File: config.mk
export PLATFORM = sky130hd
export DESIGN_NAME = vra_pacer
export DESIGN_NICKNAME = d
export VERILOG_FILES = /design/src/rtl/vra_pace_pkg.sv /design/src/rtl/vra_rate_reg.sv /design/src/rtl/vra_phase_acc.sv /design/src/rtl/vra_pacer.sv
export SDC_FILE = /design/constraint.sdc
export NUM_CORES = 1
export LEC_CHECK = 0
export BUFFER_PORTS_ARGS = -buffer_cell sky130_fd_sc_hd__buf_4
export CAP_MARGIN = 20
export CELL_PAD_IN_SITES_DETAIL_PLACEMENT = 1
export CELL_PAD_IN_SITES_GLOBAL_PLACEMENT = 1
export CORE_ASPECT_RATIO = 1.2
export CORE_UTILIZATION = 45
export DETAILED_ROUTE_END_ITERATION = 8
export GPL_TIMING_DRIVEN = 0
export HOLD_SLACK_MARGIN = 0.06
export PLACE_DENSITY_LB_ADDON = 0.3
export SKIP_LAST_GASP = 1
export SLEW_MARGIN = 20
export SYNTH_ARGS = -nofsm -noshare
export SYNTH_HDL_FRONTEND = slang
export SYNTH_SLANG_ARGS = --single-unit
File: constraint.sdc
create_clock -name clk -period 4.4 [get_ports clk]
set_clock_uncertainty 0.15 [all_clocks]
set_input_delay 0.44 -clock clk [delete_from_list [all_inputs] [get_ports clk]]
set_output_delay 0.44 -clock clk [all_outputs]
set_load 0.1 [all_outputs]
File: src/rtl/vra_pace_pkg.sv
package vra_pace_pkg;
  localparam int FRAME_HZ = 48000;
  localparam int RATE_W   = 16;
  localparam int N_RATES  = 8;

  function automatic logic [RATE_W-1:0] rate_at(input int idx);
    case (idx)
      0:       return 16'd8000;
      1:       return 16'd11025;
      2:       return 16'd16000;
      3:       return 16'd22050;
      4:       return 16'd24000;
      5:       return 16'd32000;
      6:       return 16'd44100;
      default: return 16'd48000;
    endcase
  endfunction

  // nearest member; midpoint ties keep the lower member
  function automatic logic [RATE_W-1:0] snap_rate(input logic [RATE_W-1:0] v);
    logic [RATE_W-1:0] r;
    r = rate_at(0);
    for (int i = 1; i < N_RATES; i++) begin
      if ({1'b0, v, 1'b0} > ({2'b00, rate_at(i-1)} + {2'b00, rate_at(i)}))
        r = rate_at(i);
    end
    return r;
  endfunction

  function automatic logic is_supported(input logic [RATE_W-1:0] v);
    logic hit;
    hit = 1'b0;
    for (int i = 0; i < N_RATES; i++) if (v == rate_at(i)) hit = 1'b1;
    return hit;
  endfunction
endpackage

File: src/rtl/vra_rate_reg.sv
module vra_rate_reg
  import vra_pace_pkg::*;
#(
  parameter int W = RATE_W
) (
  input  logic         clk,
  input  logic         rst_n,
  input  logic         wr_en,
  input  logic [W-1:0] wr_data,
  output logic [W-1:0] rate
);
  logic [W-1:0] snapped;

  always_comb snapped = snap_rate(wr_data);

  always_ff @(posedge clk or negedge rst_n) begin
    if (!rst_n)     rate <= W'(FRAME_HZ);
    else if (wr_en) rate <= snapped;
  end
endmodule

File: src/rtl/vra_phase_acc.sv
module vra_phase_acc
  import vra_pace_pkg::*;
#(
  parameter int W      = RATE_W,
  parameter int MODULO = FRAME_HZ
) (
  input  logic         clk,
  input  logic         rst_n,
  input  logic         tick,
  input  logic         enable,
  input  logic [W-1:0] rate,
  output logic         flag
);
  localparam int SW = W + 1;

  logic [W-1:0]  acc;
  logic [SW-1:0] sum;
  logic          wrap;

  always_comb begin
    sum  = {1'b0, acc} + {1'b0, rate};
    wrap = (sum >= SW'(MODULO));
  end

  always_ff @(posedge clk or negedge rst_n) begin
    if (!rst_n) begin
      acc  <= '0;
      flag <= 1'b0;
    end else if (tick) begin
      if (!enable) begin
        acc  <= '0;
        flag <= 1'b1;
      end else if (wrap) begin
        acc  <= W'(sum - SW'(MODULO));
        flag <= 1'b1;
      end else begin
        acc  <= W'(sum);
        flag <= 1'b0;
      end
    end
  end
endmodule

File: src/rtl/vra_pacer.sv
module vra_pacer
  import vra_pace_pkg::*;
#(
  parameter int W     = RATE_W,
  parameter int N_DIR = 2
) (
  input  logic         clk,
  input  logic         rst_n,
  input  logic         frame_tick,
  input  logic         vra_en,
  input  logic         cfg_wr_en,
  input  logic         cfg_sel,
  input  logic [W-1:0] cfg_wr_data,
  output logic [W-1:0] dac_rate_rd,
  output logic [W-1:0] adc_rate_rd,
  output logic [1:0]   dac_req_n,
  output logic         adc_valid
);
  logic [W-1:0]     rate [N_DIR];
  logic [N_DIR-1:0] flag;

  for (genvar d = 0; d < N_DIR; d++) begin : g_dir
    logic sel_hit;
    always_comb sel_hit = cfg_wr_en && (cfg_sel == d[0]);

    vra_rate_reg #(.W(W)) u_rate (
      .clk    (clk),
      .rst_n  (rst_n),
      .wr_en  (sel_hit),
      .wr_data(cfg_wr_data),
      .rate   (rate[d])
    );

    vra_phase_acc #(.W(W), .MODULO(FRAME_HZ)) u_acc (
      .clk   (clk),
      .rst_n (rst_n),
      .tick  (frame_tick),
      .enable(vra_en),
      .rate  (rate[d]),
      .flag  (flag[d])
    );
  end

  assign dac_rate_rd = rate[0];
  assign adc_rate_rd = rate[1];
  assign dac_req_n   = {2{~flag[0]}};
  assign adc_valid   = flag[1];
endmodule

======== Word-level counts from Yosys, hierarchy flattened ========
Index checks and enable logic that the tools add are counted.
word-level totals
  register bits ........................... 66
  logic and storage cells ................. 38
  input port bits ......................... 22
  output and inout bits ................... 35
operators by class
  mux-type cells .......................... 15
  order comparisons ....................... 9
  bitwise logic cells ..................... 2
  add/sub/neg operators ................... 4
  reduce and logical (&&, ||, !) cells .... 2
operators by type and width
  kind                                                                      number
  16-bit 2-to-1 mux                                                         10
  17-bit by 16-bit > comparator with 1-bit output (second input constant)   3
  16-bit by 16-bit adder with 17-bit output                                 2
  17-bit by 16-bit >= comparator with 1-bit output (second input constant)  2
  17-bit by 15-bit > comparator with 1-bit output (second input constant)   2
  17-bit > comparator (second input constant)                               2
  16-bit subtractor (second input constant)                                 2
  14-bit 2-to-1 mux                                                         1
  1-bit 2-to-1 mux                                                          4
  1-bit logical AND                                                         2
  1-bit inverter                                                            2

======== Logic depth before layout (Yosys ltp) ========
  depth in word-level cells ............... 8
  gate-level depth with buffers ........... 13

======== Modules after synthesis ========
From an unflattened synthesis, not the netlist that was laid out.
unflattened totals
  cell total of the unflattened synthesis .. 694
  area, all modules ....................... 6065.8 µm²
modules (own cells, without submodules)
  module         area an instance (µm²)  cells each  sequential area each (µm²)  times used
  vra_phase_acc  1929.4                  218         425.4                       2
  vra_rate_reg   1089.8                  127         334.1                       2
  vra_pacer      27.5                    4           0.0                         1

======== Worst setup path after synthesis ========
OpenSTA, ideal clock, no wires.
  path type ............................... register to register
  start ................................... reg g_dir[1].u_rate.rate[4]
  end ..................................... reg g_dir[1].u_acc.acc[10]
  buffers on the path ..................... 1
  required time ........................... 4181 ps
  stages on the path, launching flop included .. 13
  clock period less this slack ............ 4114 ps
  arrival ................................. 3895 ps
  setup time .............................. 69 ps
  slack ................................... 286 ps
  cell sequence ........................... dfrtp_1 -> ha_1 -> fa_1 -> a21oi_2 -> o2111ai_2 -> a2111oi_4 -> nor3b_1 -> and4bb_1 -> or3b_1 -> o31a_1 -> buf_6 -> or4_1 -> nand3_1
between the ends
  longest elaborated chain between the ends .. 4
  elaborated cells on any way between the ends .. 5
  those cells by class .................... 2 x add/sub; 1 x order compare; 2 x mux
ends and longest elaborated chain
  element                                                                                line                                      text
  from (decl)                                                                            vra_rate_reg.sv:10                        output logic [W-1:0] rate
  from (signal assigned)                                                                 vra_rate_reg.sv:17                        if (!rst_n) rate <= W'(FRAME_HZ);
  from (signal assigned)                                                                 vra_rate_reg.sv:18                        else if (wr_en) rate <= snapped;
  16-bit by 16-bit adder with 17-bit output *                                            vra_phase_acc.sv:21                       sum = {1'b0, acc} + {1'b0, rate};
  16-bit subtractor or 17-bit by 16-bit >= comparator with 1-bit output (tied branches)  vra_phase_acc.sv:34, vra_phase_acc.sv:22
  16-bit 2-to-1 mux *                                                                    vra_phase_acc.sv:33                       end else if (wrap) begin
  16-bit 2-to-1 mux *                                                                    vra_phase_acc.sv:30                       if (!enable) begin
  to (signal assigned)                                                                   vra_phase_acc.sv:34                       acc <= W'(sum - SW'(MODULO));
  to (signal assigned)                                                                   vra_phase_acc.sv:37                       acc <= W'(sum);
  to (decl)                                                                              vra_phase_acc.sv:16                       logic [W-1:0] acc;
Mark *: on every way between the ends. The rest lies on a longest branch, timed or not.
A chain may end at the register's enable or synchronous reset.

======== Worst setup path after layout ========
  start ................................... reg g_dir[1].u_rate.rate[4]
  end ..................................... reg g_dir[1].u_acc.acc[14]
The elaborated chain is that of the path after synthesis.

==> impl_metrics.tcl <==
set metrics [dict create \
    ys_ff_latch 60 \
    via_per_inst 6.30 \
    htreeDepth 3 \
    power.density_nw_per_um2 676 \
    hold_buffers 0 \
    critPathKind "reg -> reg" \
    synth_top_cell_area_share 0.239 \
    max_freq_ghz 0.244 \
    wl_per_cell_um 20.3 \
    cts_buffer_depth 2 \
    core_area_um2 10200 \
    finalCriticalPeriod_ns 4.10 \
    synth_area_leader_cell "dfrtp_1" \
    synth.distinct_cells 85 \
    netlist_top_cells_area "dfrtp_1, ha_1, dfstp_2, nand2_1, o21ai_0" \
    cts_post_setup_buffers_inserted 0 \
    ant_nets 0 \
    arrival_ns 4.22 \
    grt_overflow 0 \
    p_seq_frac 0.212 \
    holdWs_ns 0.0323 \
    grtUsageTotal 0.292 \
    numCtsBuffers 9 \
    ctsRootBufferMaster "clkbuf_16" \
    switching_share 0.493 \
    finalNonFillerCells 735 \
    ys_warn_count 0 \
    syn_area_um2 4810 \
    drtIter0Drc 181 \
    grt_max_degree 61 \
    ys_seq_area_frac 0.316 \
    port_buffers 50 \
    slew_headroom 0.478 \
    num_rows 40 \
    critPathSlowestCell "a2111oi_0" \
    setup_tns_ns 0 \
    clkPwrFrac 0.173 \
    num_antenna_cells 0 \
    finalWirelength_um 14900 \
    cp_top_family "compound AO/OA/AOI/OAI gates" \
    async_flop_share 1.00 \
    die_w_um 96.4 \
    cts_resized 0 \
    hp-class "in -> async" \
    dp.cells 719 \
    io-pin-count 57 \
    initial_core_util 0.471 \
    vias 4629 \
    drive_gt1_frac 0.202 \
    p_sw_mw 1.87 \
    rsz0062_at_grt "false" \
    crit_chain "ha_1, fa_1, a21oi_2, o2111ai_2, a2111oi_4, nor3b_1, and4bb_1, or3b_1, o31a_1, a2111oi_0, a221o_1" \
    antenna_found_initial 0 \
    tightest_slew_ns 0.783 \
    postSynthAreaPerCell_um2 8.87 \
    period_share 0.933 \
    crit_path_start_kind "flip-flop" \
    intPower_mw 1.92 \
    die_h_um 115 \
    max_stage_delay_ns 0.56 \
    syn_inst 542 \
    first_global_vias 4936 \
    syn2layout_area_growth_pct 16.9 \
    finalHoldViolations 0 \
    fin_util 0.551 \
    layout.nets 660 \
    fin_total_pwr_mw 3.80 \
    status "finished clean" \
    cp_num_buf_inv 0 \
    design.die.area_um2 11100 \
    grt_pass1_wl_um 24900 \
    p_leak_nw 2.54 \
    first_pass_iters 4 \
    drc_errors 0 \
    crit_required_ns 4.52 \
    synth_edf_count 0 \
    critPathCaptureType "flip-flop" \
    cts.sinks 60 \
    cp_max_fo 5 \
    slew_viol_final 0 \
    setup_violations 0 \
    ir_worst_vdd_uv 308 \
    cts_tree "done" \
    place_hpwl_um 11300 \
    max_cap_viol_count 0 \
    pwr-share-comb 0.614 \
    clock_latency_ns 0.33 \
    gp_congestion 0.840 \
    clkTransAtPathRegs_ns 0.06 \
    synth_ff_type "dfrtp_1" \
]
## metal layers
metal,share of wire,track usage
met1,0.43,0.363
met2,0.51,0.504
met3,0.039,0.0456
met4,0.028,0.112
met5,0,0
## power by group through the flow
stage          sequential, mW  combinational [mW]  clock (mW)
6_report                0.807                2.33       0.658
5_1_grt                 0.820                2.54       0.691
4_1_cts                 0.806                2.32       0.667
3_5_place_dp            0.814                2.30           0
3_3_place_gp            0.808                2.20           0
2_1_floorplan            1.04                1.57           0
## per-stage QoR
stage	worst slack, ns	instance area (um2)
5_1_grt	0.0803	5620
2_1_floorplan	0.286	4810
3_5_place_dp	0.370	5340
4_1_cts	0.302	5620
3_3_place_gp	0.476	5340
6_report	0.296	5620
## flip-flops by register name, indices dropped and copies added, names as in the netlist
signal	flops
g_dir.u_acc.acc	32
g_dir.u_acc.flag	2
g_dir.u_rate.rate	26
## cells in the mapped netlist, types with 3 or more instances
| master | count |
|---|---|
| buf_4 | 9 |
| and3_1 | 4 |
| o21ai_0 | 36 |
| nor4b_1 | 3 |
| nand3_1 | 23 |
| o22ai_1 | 4 |
| a21oi_1 | 33 |
| or2_2 | 4 |
| a31o_2 | 3 |
| mux2i_1 | 3 |
| a21o_1 | 13 |
| buf_2 | 3 |
| dfstp_2 | 14 |
| nor2_1 | 36 |
| and2_1 | 3 |
| a32oi_1 | 5 |
| o31ai_1 | 7 |
| clkbuf_1 | 14 |
| or4_1 | 7 |
| o21a_1 | 5 |
| nand2_1 | 53 |
| o221ai_1 | 3 |
| nor3_1 | 9 |
| ha_1 | 32 |
| a21oi_2 | 5 |
| nand3b_1 | 3 |
| a211oi_1 | 7 |
| a22o_1 | 11 |
| inv_1 | 14 |
| dfrtp_1 | 46 |
| or3_1 | 6 |
| nor4_1 | 6 |
| a31oi_1 | 3 |
| nor2b_1 | 5 |
| xnor2_1 | 16 |
| o2bb2ai_1 | 5 |
| o21bai_1 | 6 |
| nand4_1 | 5 |
| xor2_1 | 8 |
| o211ai_1 | 6 |
| nand2b_1 | 9 |
## layout make-up
| type | instances | area, um2 |
|---|---|---|
| clock inverter | 7 | 52.6 |
| inverter | 15 | 56.3 |
| tap | 126 | 158 |
| timing repair buffer | 50 | 375 |
| fill | 1232 | 4590 |
| multi-input combinational | 439 | 3070 |
| sequential | 60 | 1520 |
| clock buffer | 9 | 225 |
| buffer | 29 | 161 |
## final timing paths
path,end,cells after the start,slack (ns),startpoint
max in group asynchronous,g_dir[1].u_acc.acc[2],1,3.55,rst_n
hold reg to reg,g_dir[1].u_acc.acc[4],1,0.36,g_dir[1].u_acc.acc[4]
min in group clk,g_dir[1].u_rate.rate[11],3,0.24,cfg_sel
setup reg to reg,g_dir[1].u_acc.acc[14],11,0.30,g_dir[1].u_rate.rate[4]
hold / removal,g_dir[0].u_acc.acc[5],1,0.03,rst_n
setup / recovery,g_dir[1].u_acc.acc[14],11,0.30,g_dir[1].u_rate.rate[4]
## logic make-up after synthesis
group / after synthesis / share of synthesized area
and+or+nand+nor: 189 / 0.211
buffers and inverters: 44 / 0.0453
other: 1 / 0.000780
xor gates and xnor gates: 24 / 0.0437
muxes: 6 / 0.0141
adders and majority gates: 34 / 0.0916
DFF: 60 / 0.316
AOI/OAI and AO/OA: 184 / 0.278
## cell usage in the layout, fill, tap and decap left out, drive strengths merged, types with 16 or more instances in the layout
cell type / instances
dfrtp: 46
o21ai: 37
nand2: 53
buf: 65
ha: 32
nor2: 36
a21oi: 38
xnor2: 16
nand3: 23
clkbuf: 23
(Power assumes the default switching activity.)
